<file path="src/rtl/ictc_pkg.sv">
package ictc_pkg;

    // register select field, bus_addr[5:2]
    typedef enum logic [3:0] {
        SEL_MODE0  = 4'd0,
        SEL_MODE1  = 4'd1,
        SEL_MODE2  = 4'd2,
        SEL_MASK   = 4'd3,
        SEL_ROUTE  = 4'd4,
        SEL_WAKE   = 4'd5,
        SEL_RISE   = 4'd6,
        SEL_FALL   = 4'd7,
        SEL_PEND0  = 4'd8,
        SEL_PEND1  = 4'd9,
        SEL_SYNCIN = 4'd10
    } reg_sel_e;

    // operation field, bus_addr[1:0]
    typedef enum logic [1:0] {
        OP_READ = 2'd0,
        OP_SET  = 2'd1,
        OP_CLR  = 2'd2,
        OP_RSV  = 2'd3
    } reg_op_e;

    // trigger mode codes {plane2, plane1, plane0}
    localparam logic [2:0] MODE_OFF   = 3'b000;
    localparam logic [2:0] MODE_RISE  = 3'b001;
    localparam logic [2:0] MODE_FALL  = 3'b010;
    localparam logic [2:0] MODE_BOTH  = 3'b011;
    localparam logic [2:0] MODE_HIGH  = 3'b101;
    localparam logic [2:0] MODE_LOW   = 3'b110;

    localparam int N_CTL_PLANES = 6;

endpackage

</file>
<file path="src/rtl/ic_sync.sv">
module ic_sync #(
    parameter int W      = 32,
    parameter int STAGES = 2
) (
    input  logic         clk,
    input  logic         rst_n,
    input  logic [W-1:0] d,
    output logic [W-1:0] q
);
    logic [W-1:0] stg [STAGES];

    always_ff @(posedge clk or negedge rst_n) begin
        if (!rst_n) stg[0] <= '0;
        else        stg[0] <= d;
    end

    for (genvar s = 1; s < STAGES; s++) begin : g_stage
        always_ff @(posedge clk or negedge rst_n) begin
            if (!rst_n) stg[s] <= '0;
            else        stg[s] <= stg[s-1];
        end
    end

    assign q = stg[STAGES-1];
endmodule

</file>
<file path="src/rtl/ic_ctrl_regs.sv">
module ic_ctrl_regs
    import ictc_pkg::*;
#(
    parameter int W = 32
) (
    input  logic         clk,
    input  logic         rst_n,
    input  logic         wr,
    input  reg_sel_e     sel,
    input  reg_op_e      op,
    input  logic [W-1:0] wdata,
    output logic [W-1:0] mode0,
    output logic [W-1:0] mode1,
    output logic [W-1:0] mode2,
    output logic [W-1:0] mask,
    output logic [W-1:0] route,
    output logic [W-1:0] wake_en
);
    logic [W-1:0] plane_q [N_CTL_PLANES];

    for (genvar p = 0; p < N_CTL_PLANES; p++) begin : g_plane
        // routing plane resets to all ones, the rest to zero
        localparam logic [W-1:0] RST_VAL = (p == int'(SEL_ROUTE)) ? '1 : '0;
        logic hit;
        assign hit = wr && (sel == reg_sel_e'(p));

        always_ff @(posedge clk or negedge rst_n) begin
            if (!rst_n) begin
                plane_q[p] <= RST_VAL;
            end else if (hit) begin
                unique case (op)
                    OP_SET:  plane_q[p] <= plane_q[p] | wdata;
                    OP_CLR:  plane_q[p] <= plane_q[p] & ~wdata;
                    default: plane_q[p] <= plane_q[p];
                endcase
            end
        end
    end

    assign mode0   = plane_q[int'(SEL_MODE0)];
    assign mode1   = plane_q[int'(SEL_MODE1)];
    assign mode2   = plane_q[int'(SEL_MODE2)];
    assign mask    = plane_q[int'(SEL_MASK)];
    assign route   = plane_q[int'(SEL_ROUTE)];
    assign wake_en = plane_q[int'(SEL_WAKE)];
endmodule

</file>
<file path="src/rtl/ic_edge_detect.sv">
module ic_edge_detect
    import ictc_pkg::*;
#(
    parameter int W = 32
) (
    input  logic         clk,
    input  logic         rst_n,
    input  logic [W-1:0] lvl_in,
    input  logic [W-1:0] mode0,
    input  logic [W-1:0] mode1,
    input  logic [W-1:0] mode2,
    input  logic [W-1:0] rise_clr,
    input  logic [W-1:0] fall_clr,
    output logic [W-1:0] rise_lat,
    output logic [W-1:0] fall_lat,
    output logic [W-1:0] lvl_act
);
    logic [W-1:0] prev_q;
    logic [W-1:0] rise_en;
    logic [W-1:0] fall_en;
    logic [W-1:0] rise_ev;
    logic [W-1:0] fall_ev;

    always_ff @(posedge clk or negedge rst_n) begin
        if (!rst_n) prev_q <= '0;
        else        prev_q <= lvl_in;
    end

    assign rise_ev = lvl_in & ~prev_q;
    assign fall_ev = ~lvl_in & prev_q;

    for (genvar i = 0; i < W; i++) begin : g_src
        logic [2:0] code;
        assign code = {mode2[i], mode1[i], mode0[i]};

        always_comb begin
            rise_en[i] = 1'b0;
            fall_en[i] = 1'b0;
            lvl_act[i] = 1'b0;
            case (code)
                MODE_RISE: rise_en[i] = 1'b1;
                MODE_FALL: fall_en[i] = 1'b1;
                MODE_BOTH: begin
                    rise_en[i] = 1'b1;
                    fall_en[i] = 1'b1;
                end
                MODE_HIGH: lvl_act[i] = lvl_in[i];
                MODE_LOW:  lvl_act[i] = ~lvl_in[i];
                default:   ;
            endcase
        end
    end

    // a new event wins over a clear in the same cycle
    always_ff @(posedge clk or negedge rst_n) begin
        if (!rst_n) begin
            rise_lat <= '0;
            fall_lat <= '0;
        end else begin
            rise_lat <= (rise_lat & ~rise_clr) | (rise_ev & rise_en);
            fall_lat <= (fall_lat & ~fall_clr) | (fall_ev & fall_en);
        end
    end
endmodule

</file>
<file path="src/rtl/ic_trig_ctrl.sv">
module ic_trig_ctrl
    import ictc_pkg::*;
#(
    parameter int N_SRC       = 32,
    parameter int SYNC_STAGES = 2,
    parameter int ADDR_W      = 6
) (
    input  logic              clk,
    input  logic              rst_n,
    input  logic [N_SRC-1:0]  irq_in,
    input  logic              bus_wr,
    input  logic [ADDR_W-1:0] bus_addr,
    input  logic [N_SRC-1:0]  bus_wdata,
    output logic [N_SRC-1:0]  bus_rdata,
    output logic              req0_o,
    output logic              req1_o,
    output logic              wake_o
);
    reg_sel_e         sel;
    reg_op_e          op;
    logic [N_SRC-1:0] sync_lvl;
    logic [N_SRC-1:0] mode0, mode1, mode2;
    logic [N_SRC-1:0] mask_q, route_q, wake_q;
    logic [N_SRC-1:0] rise_lat, fall_lat, lvl_act;
    logic [N_SRC-1:0] rise_clr, fall_clr;
    logic [N_SRC-1:0] active;
    logic [N_SRC-1:0] pend0, pend1;

    assign sel = reg_sel_e'(bus_addr[ADDR_W-1:2]);
    assign op  = reg_op_e'(bus_addr[1:0]);

    ic_sync #(.W(N_SRC), .STAGES(SYNC_STAGES)) u_sync (
        .clk   (clk),
        .rst_n (rst_n),
        .d     (irq_in),
        .q     (sync_lvl)
    );

    ic_ctrl_regs #(.W(N_SRC)) u_regs (
        .clk     (clk),
        .rst_n   (rst_n),
        .wr      (bus_wr),
        .sel     (sel),
        .op      (op),
        .wdata   (bus_wdata),
        .mode0   (mode0),
        .mode1   (mode1),
        .mode2   (mode2),
        .mask    (mask_q),
        .route   (route_q),
        .wake_en (wake_q)
    );

    assign rise_clr = (bus_wr && sel == SEL_RISE && op == OP_CLR) ? bus_wdata : '0;
    assign fall_clr = (bus_wr && sel == SEL_FALL && op == OP_CLR) ? bus_wdata : '0;

    ic_edge_detect #(.W(N_SRC)) u_edge (
        .clk      (clk),
        .rst_n    (rst_n),
        .lvl_in   (sync_lvl),
        .mode0    (mode0),
        .mode1    (mode1),
        .mode2    (mode2),
        .rise_clr (rise_clr),
        .fall_clr (fall_clr),
        .rise_lat (rise_lat),
        .fall_lat (fall_lat),
        .lvl_act  (lvl_act)
    );

    assign active = lvl_act | rise_lat | fall_lat;
    assign pend0  = active & mask_q & route_q;
    assign pend1  = active & mask_q & ~route_q;

    assign req0_o = |pend0;
    assign req1_o = |pend1;
    assign wake_o = |(active & wake_q);

    always_comb begin
        case (sel)
            SEL_MODE0:  bus_rdata = mode0;
            SEL_MODE1:  bus_rdata = mode1;
            SEL_MODE2:  bus_rdata = mode2;
            SEL_MASK:   bus_rdata = mask_q;
            SEL_ROUTE:  bus_rdata = route_q;
            SEL_WAKE:   bus_rdata = wake_q;
            SEL_RISE:   bus_rdata = rise_lat;
            SEL_FALL:   bus_rdata = fall_lat;
            SEL_PEND0:  bus_rdata = pend0;
            SEL_PEND1:  bus_rdata = pend1;
            SEL_SYNCIN: bus_rdata = sync_lvl;
            default:    bus_rdata = '0;
        endcase
    end
endmodule

</file>
<file path="config.mk">
export PLATFORM = sky130hd
export DESIGN_NAME = ic_trig_ctrl
export DESIGN_NICKNAME = d
export VERILOG_FILES = /design/src/rtl/ictc_pkg.sv /design/src/rtl/ic_sync.sv /design/src/rtl/ic_ctrl_regs.sv /design/src/rtl/ic_edge_detect.sv /design/src/rtl/ic_trig_ctrl.sv
export SDC_FILE = /design/constraint.sdc
export NUM_CORES = 1
export LEC_CHECK = 0
export BUFFER_PORTS_ARGS = -buffer_cell sky130_fd_sc_hd__buf_2
export CORE_UTILIZATION = 35
export CTS_BUF_LIST = sky130_fd_sc_hd__clkbuf_4
export CTS_CLUSTER_DIAMETER = 30
export DETAILED_ROUTE_END_ITERATION = 12
export GPL_ROUTABILITY_DRIVEN = 0
export PLACE_DENSITY = 0.61
export SLEW_MARGIN = 40
export SYNTH_ARGS = -nofsm -noshare
export SYNTH_HDL_FRONTEND = slang
export SYNTH_SLANG_ARGS = --single-unit
</file>
<file path="constraint.sdc">
create_clock -name clk -period 5.8 [get_ports clk]
set_input_delay 1.45 -clock clk [delete_from_list [all_inputs] [get_ports clk]]
set_output_delay 1.45 -clock clk [all_outputs]
set_load 0.02 [all_outputs]
</file>
After elaboration in Yosys (flattened, before gate mapping)
Cells that the tools add are included.
{"block": "totals", "out_inout_bits": 35, "reg_bits": 352, "word_cells": 437, "input_bits": 73}
{"block": "classes", "reduce_logical": 85, "bitwise_logic": 64, "muxes": 105, "eq_ne": 172}
{"operator": "$and A32 B32 Y32", "n": 16}
{"operator": "$pmux W32 S2", "n": 6}
{"operator": "$pmux W32 S11", "n": 1}
{"operator": "$or A32 B32 Y32", "n": 10}
{"operator": "$eq A3 B2 Y1 const B", "n": 64}
{"operator": "$eq A3 B3 Y1 const B", "n": 64}
{"operator": "$not A32 Y32", "n": 6}
{"operator": "$reduce_or A2 Y1", "n": 64}
{"operator": "$eq A3 B1 Y1 const B", "n": 32}
{"operator": "$reduce_or A32 Y1", "n": 3}
{"operator": "$mux W1", "n": 64}
{"operator": "$mux W32", "n": 2}
{"operator": "$pmux W1 S2", "n": 32}
{"operator": "$not A1 Y1", "n": 32}
{"operator": "$eq A4 B3 Y1 const B", "n": 4}
{"operator": "$eq A4 B4 Y1 const B", "n": 3}
{"operator": "$reduce_and A2 Y1", "n": 6}
{"operator": "$logic_and A1 B1 Y1", "n": 10}
{"operator": "$eq A4 B2 Y1 const B", "n": 2}
{"operator": "$eq A4 B1 Y1 const B", "n": 1}
{"operator": "$logic_not A4 Y1", "n": 1}
{"operator": "$eq A2 B1 Y1 const B", "n": 1}
{"operator": "$eq A2 B2 Y1 const B", "n": 1}
{"operator": "$reduce_bool A2 Y1", "n": 1}

Depth between registers and ports, before layout
Gate-level depths: netlist of the first run.
{"block": "logic_depth", "ltp_word": 7, "ltp_mapped": 8}

By module
From an unflattened synthesis of the first run, not the netlist that was laid out.
{"block": "unflattened", "hier_cells": 1854, "area_unflattened_um2": 19342.3}
{"mod": "ic_ctrl_regs", "cells_per_inst": 805, "area_each_um2": 9126.3, "instances": 1}
{"mod": "ic_edge_detect", "cells_per_inst": 412, "area_each_um2": 4830.9, "instances": 1}
{"mod": "ic_trig_ctrl", "cells_per_inst": 541, "area_each_um2": 3543.4, "instances": 1}
{"mod": "ic_sync", "cells_per_inst": 96, "area_each_um2": 1841.8, "instances": 1}

Worst setup path before layout of the first run
No wires, ideal clock.
{"block": "synth_timing", "kind": "input to output", "startpoint": "in bus_addr[2]", "endpoint": "out bus_rdata[17]", "arrival_time_ns": 3.019, "required_ns": 4.350, "path_stages": 7, "path_slack_ns": 1.331, "path_buffers": 2, "cell_sequence": "clkbuf_2 > nand2b_4 > or3b_1 > clkbuf_1 > o21ai_0 > a21oi_1 > o2111ai_1"}
{"block": "synth_between", "elab_chain_cells": 2}
{"item": "start: declaration", "line": "ic_trig_ctrl.sv:12", "source": "input logic [ADDR_W-1:0] bus_addr,"}
{"item": "$eq A4 B4 Y1, or another cell as far along", "line": "ic_trig_ctrl.sv:80", "source": "case (sel)"}
{"item": "$pmux W32 S11 *", "line": "ic_trig_ctrl.sv:80"}
{"item": "end: declaration", "line": "ic_trig_ctrl.sv:14", "source": "output logic [N_SRC-1:0] bus_rdata,"}
Mark *: on every way between the ends. The rest lies on a longest branch, timed or not.

Worst setup path after layout of the first run
{"block": "layout_timing", "startpoint": "in bus_addr[5]", "endpoint": "out bus_rdata[22]"}
Same word-level chain as after synthesis.

==> metrics, run 1 <==
Finished Core Util=41.1%; HPWL Detailed=32.7 mm; synth warn=0; Max Cap Viol=0; Top Usage Layer GRT=met2; Synth top area share=48.7%; Critical Path Max Stage Delay=0.47 ns; max-slew violations=0; Pleak=7.55 nW; asr flop ratio synth=100%; reg2reg start=u_sync.q[8]; DIE WIDTH=219 um; Hold Path Sink=u_sync.q[27]; critical path's most frequent cell=buf_2; Logic pwr share=18.5%; worst vdd ir=0.000150 V; outcome=finished clean; CTS Sinks=352; Final Hold Viols=0; power share of the clock group=32.1%; Seq/Total Area, Yosys=53.8%; total power=0.00733 W; most common cell in the synthesized netlist=dfrtp_1; crit-path max FO=16; first-pass GRT wire length=85.3 mm; Core Box Area=46500 sq um; met3 usage=5.71%; CP bufs+invs=3; largest net degree at the start of global routing=135; Setup crit start kind=primary input; CTS H-tree depth=3; post-route setup TNS=0 ns; RR Endpoint=u_edge.fall_lat[8]; num ports=108; P&R area growth vs syn=16.0%; pwr/cell area=384 nW/um^2; clock root buffer=clkbuf_4; layout cells sized above 1=20.7%; Final Skew=0.0433 ns; min cycle time layout=5.08 ns; Hold Crit Class=flop to flop; CP top delay family=buffers and inverters; initial core utilization=35.4%; Syn Inst Count=1611; hold path startpoint=u_sync.stg[59]; max frequency=0.197 GHz; vias per std cell=6.14; met1 usage=30.7%; number of global-route vias before repair=14200; # nets final=1798; Finish-stage setup viols=0; switching share of power=33.3%; num rows=79; Port Buffers=107; cells resized by post-CTS repair=0; average size of a mapped cell=10.2 sq um; critical path class=primary input to primary output; die area=47900 sq um; final cell count without fillers=2423; initial antenna violation count=4; measured slew at the worst slew-check pin=0.892 ns; post-CTS setup buffer count=0; worst path cell trace=buf_2 -> nand2b_1 -> nor2_4 -> buf_12 -> a22o_1 -> a221oi_1 -> o2111ai_1 -> buf_2; Arrival @ worst endpoint=3.63 ns; GR Overflow Total=0; 1st-pass router iterations=9; synth top area cells=dfrtp_1 (49%), a31oi_1 (7.3%), a21oi_1 (6.6%), dfstp_2 (5.1%), a22oi_1 (3.4%); most frequent cells after synthesis=dfrtp_1 (320), a21oi_1 (218), a31oi_1 (192); Synth Net Count=1685; relative slew slack=39.8%; P_sw=0.00244 W; hold path depth=0; Max Root-Sink Buffers=3; synthesized flop and latch total=352; reg2reg setup slack=4.77 ns; routing usage on met2=35.8%; Post-synth EDFFs=0; area leader, netlist=dfrtp_1; Most used DFF post-synth=dfrtp_1; post-placement cell count=2227; CTS tree=built; cell internal pwr=0.00489 W; antenna-violating nets left=0; Post-route DRC=0; WHS=0.344 ns; cell area after synthesis=16400 sq um; Critical Path RT=4.35 ns; worst reg-to-reg path cell count=2; Die H=219 um; final wirelength=55.2 mm; Via Count=14900; Final period util=87.5%; part of the power in registers=49.5%; Synth cell types=40; # hold bufs at CTS=0; CP Capture Type=primary output; register clock-pin slew on the reported worst setup and hold paths=0.06 ns; Inserted Clock Buffers=101; clk_lat worst skew=0.81 ns; Avg WL per Cell=22.8 um; # fillers=4540; GRT Total Usage=23.3%; slowest stage cell on the critical path=nand2b_1; RSZ-0062 raised after global routing=no; initial DRC count=1567
==> final cells by class <==
cell class	instances	area [sq um]	share of cell area (%)
multi-input cells	1080	6970	36.6
well taps	607	759	3.98
inverters	44	165	0.866
clock buffers	163	1220	6.42
repair buffers	145	971	5.09
diodes	5	12.5	0.0656
clock inverters	27	119	0.623
flip-flops and latches	352	8850	46.4
==> power by group through the flow <==
stage	combinational (W)	sequential (W)	clock, W
after floorplan	0.000923	0.00344	0
after global placement	0.00130	0.00362	0
after detailed placement	0.00135	0.00364	0
after CTS	0.00135	0.00360	0.00243
after global routing	0.00150	0.00370	0.00257
final	0.00135	0.00363	0.00235
==> metal layers <==
layer  up-vias  wire length [um]
li1       6629                 -
met1      7327             22900
met2       746             25300
met3       164              4710
met4         2              2290
met5         -                14
==> layout by cell type, fill, tap and decap left out, drive strengths merged, types with 18 or more instances in the layout <==
master,synthesis,routed
a21o,33,33
a21oi,218,218
a221oi,32,32
a22o,32,32
a22oi,74,74
a31oi,192,192
a32o,31,31
a32oi,32,32
buf,28,145
clkbuf,107,163
clkinv,0,24
dfrtp,320,320
dfstp,32,32
inv,44,46
nand2,129,129
nand4,18,18
nand4b,32,32
nor2,81,81
nor4bb,33,33
o2111ai,26,26
o21ai,32,32
o311ai,32,32
==> per-stage QoR <==
| step | area (sq um) | setup slack [ns] |
|---|---|---|
| finish | 19100 | 0.724 |
| global route | 19100 | 0.630 |
| CTS | 19000 | 0.750 |
| detailed placement | 17700 | 0.746 |
| global placement | 17700 | 0.684 |
| floorplan | 16400 | 1.33 |
==> worst max path at each step <==
| stage | start | endpoint | cells after the start |
|---|---|---|---|
| 6_report | bus_addr[5] | bus_rdata[22] | 8 |
| 5_1_grt | bus_addr[5] | bus_rdata[22] | 8 |
| 4_1_cts | bus_addr[4] | bus_rdata[8] | 8 |
| 3_5_place_dp | bus_addr[4] | bus_rdata[8] | 8 |
| 3_3_place_gp | bus_addr[3] | bus_rdata[27] | 7 |
| 2_1_floorplan | bus_addr[2] | bus_rdata[17] | 7 |
==> logic make-up after synthesis <==
| kind of cell | synth area share, % |
|---|---|
| compound gates | 30.3 |
| fa+ha+maj | 0.0761 |
| buf+inv | 4.29 |
| flops | 53.8 |
| simple gates | 11.6 |
(Power assumes the default switching activity.)
==> run 2, diff against run 1 <==
--- a/config.mk
+++ b/config.mk
@@ -5,13 +5,13 @@
 export SDC_FILE = /design/constraint.sdc
 export NUM_CORES = 1
 export LEC_CHECK = 0
-export BUFFER_PORTS_ARGS = -buffer_cell sky130_fd_sc_hd__buf_2
-export CORE_UTILIZATION = 35
-export CTS_BUF_LIST = sky130_fd_sc_hd__clkbuf_4
+export CORE_UTILIZATION = 55
+export CTS_BUF_LIST = sky130_fd_sc_hd__clkbuf_8 sky130_fd_sc_hd__clkbuf_16
 export CTS_CLUSTER_DIAMETER = 30
 export DETAILED_ROUTE_END_ITERATION = 12
+export DONT_BUFFER_PORTS = 1
 export GPL_ROUTABILITY_DRIVEN = 0
-export PLACE_DENSITY = 0.61
+export PLACE_DENSITY = 0.8
 export SLEW_MARGIN = 40
 export SYNTH_ARGS = -nofsm -noshare
 export SYNTH_HDL_FRONTEND = slang
==> run 2 against run 1 <==
- count of clock-buffer cells in the layout decreased by 78
- clock power increased by 75%
- largest cell class unchanged
- critical path type unchanged
- sequential power about the same
==> metrics, run 2 (synthesis results as in run 1) <==
CP Capture Type=primary output (unchanged); Setup crit start kind=primary input (unchanged); DR WL met2=23.6 mm (was 25.3 mm); Final period util=82.9% (was 87.5%); Inserted Clock Buffers=74 (was 101); vias per std cell=7.32 (was 6.14); # hold bufs at CTS=0 (unchanged); first-pass GRT wire length=80.1 mm (was 85.3 mm); # nets final=1657 (was 1798); max frequency=0.208 GHz (was 0.197 GHz); measured slew at the worst slew-check pin=1.27 ns (was 0.892 ns); Final Hold Viols=0 (unchanged); worst path cell trace=nand2b_4 -> or3b_4 -> o21ai_0 -> a21oi_1 -> o2111ai_1 (was buf_2 -> nand2b_1 -> nor2_4 -> buf_12 -> a22o_1 -> a221oi_1 -> o2111ai_1 -> buf_2); min cycle time layout=4.81 ns (was 5.08 ns); post-route setup TNS=0 ns (unchanged); outcome=finished clean (unchanged); initial DRC count=2318 (was 1567); initial core utilization=56.5% (was 35.4%); crit-path max FO=32 (was 16); GR Overflow Total=0 (unchanged); Pleak=7.48 nW (was 7.55 nW); Arrival @ worst endpoint=3.36 ns (was 3.63 ns); CTS tree=built (unchanged); 1st-pass router iterations=9 (unchanged); clk_lat worst skew=0.56 ns (was 0.81 ns); largest net degree at the start of global routing=353 (was 135); pwr/cell area=466 nW/um^2 (was 384 nW/um^2); Max Root-Sink Buffers=3 (unchanged); clock root buffer=clkbuf_16 (was clkbuf_4); P&R area growth vs syn=17.0% (was 16.0%); top routing layer used=met4 (was met5); critical path class=primary input to primary output (unchanged); M1 wire length=18.8 mm (was 22.9 mm); cells resized by post-CTS repair=0 (unchanged); Core Box Area=29100 sq um (was 46500 sq um); # fillers=2163 (was 4540); DIE WIDTH=175 um (was 219 um); Post-route DRC=0 (unchanged); slowest stage cell on the critical path=o2111ai_1 (was nand2b_1); post-CTS setup buffer count=0 (unchanged); Hold Crit Class=flop to flop (unchanged); Avg WL per Cell=25.5 um (was 22.8 um); max-slew violations=0 (unchanged); highest-count cells in the layout ignoring fill and taps=dfrtp_1 (320), a21oi_1 (218), a31oi_1 (192), nand2_1 (129), nor2_1 (77) (was dfrtp_1 (320), a21oi_1 (218), a31oi_1 (192), clkbuf_4 (163), nand2_1 (129)); initial antenna violation count=1 (was 4); met3 wire length=5.91 mm (was 4.71 mm); RSZ-0062 raised after global routing=no (unchanged); Finish-stage setup viols=0 (unchanged); Critical Path RT=4.35 ns (about the same); Port Buffers=0 (was 107); worst setup margin=0.992 ns (was 0.724 ns); Final Skew=0.0166 ns (was 0.0433 ns); Die H=175 um (was 219 um); post-place setup slack=1.19 ns (was 0.746 ns); relative slew slack=15.1% (was 39.8%); most common cell after layout, fill and taps aside=dfrtp_1 (unchanged); num ports=108 (unchanged); GRT Total Usage=33.8% (was 23.3%); worst vdd ir=0.000255 V (was 0.000150 V); final wirelength=51.7 mm (was 55.2 mm); layout cells sized above 1=12.4% (was 20.7%); Max Cap Viol=0 (unchanged); number of global-route vias before repair=14300 (was 14200); CTS Sinks=352 (unchanged); die area=30600 sq um (was 47900 sq um); antenna-violating nets left=0 (unchanged); Via Count=14900 (about the same); CTS H-tree depth=3 (unchanged); Critical Path Max Stage Delay=0.64 ns (was 0.47 ns); HPWL Detailed=28.6 mm (was 32.7 mm); register clock-pin slew on the reported worst setup and hold paths=0.04 ns (was 0.06 ns); num rows=62 (was 79)
[run 2: report_power, final]
group          internal, W  switching, W
Combinational     0.000546      0.000657
Sequential         0.00302      0.000619
Clock              0.00276       0.00136
Total              0.00633       0.00263
[run 2: critical path, delay by kind of cell]
kind / cells / cell delay, ns
AOI/OAI and AO/OA: 3 / 1.10
and+or+nand+nor: 2 / 0.79
[run 2: per-layer routing]
layer | vias to the layer above | track usage, %
met5 | - | 0
met4 | 0 | 21.7
met3 | 271 | 8.64
met2 | 1064 | 52.1
met1 | 7205 | 42.4
li1 | 6311 | -
[run 2: cell type report]
cell class	count	area, sq um	share of cell area, %
Clock buffer	85	2030	10.5
Antenna cell	1	2.50	0.0130
Timing Repair Buffer	31	274	1.42
Tap cell	384	480	2.50
Clock inverter	51	478	2.48
Inverter	44	165	0.858
Multi-Input combinational cell	1080	6970	36.2
Sequential cell	352	8850	46.0
[run 2: path summary, 6_finish.rpt]
check | start | end | slack [ns] | cells after the start
worst max-delay path | bus_addr[3] | bus_rdata[20] | 0.99 | 5
worst min-delay path | u_sync.stg[40] | u_sync.q[8] | 0.34 | 0
worst max register to register | u_sync.q[5] | u_edge.fall_lat[5] | 4.79 | 2
worst min register to register | u_sync.stg[40] | u_sync.q[8] | 0.34 | 0
max in group asynchronous | rst_n | u_edge.rise_lat[4] | 4.17 | 0
min in group asynchronous | rst_n | u_sync.stg[41] | 0.59 | 0
[run 2: metrics by stage]
step | hold slack, ns | cells | utilization, % | area [sq um] | total power, W
final | 0.342 | 2028 | 66.1 | 19200 | 0.00896
after global routing | 0.348 | 2027 | 66.1 | 19200 | 0.00929
after CTS | 0.342 | 2027 | 66.1 | 19200 | 0.00894
after detailed placement | 0.336 | 1891 | 57.5 | 16700 | 0.00479
after global placement | 0.332 | 1889 | 57.3 | 16700 | 0.00470
after floorplan | 0.331 | 1611 | - | 16400 | 0.00436
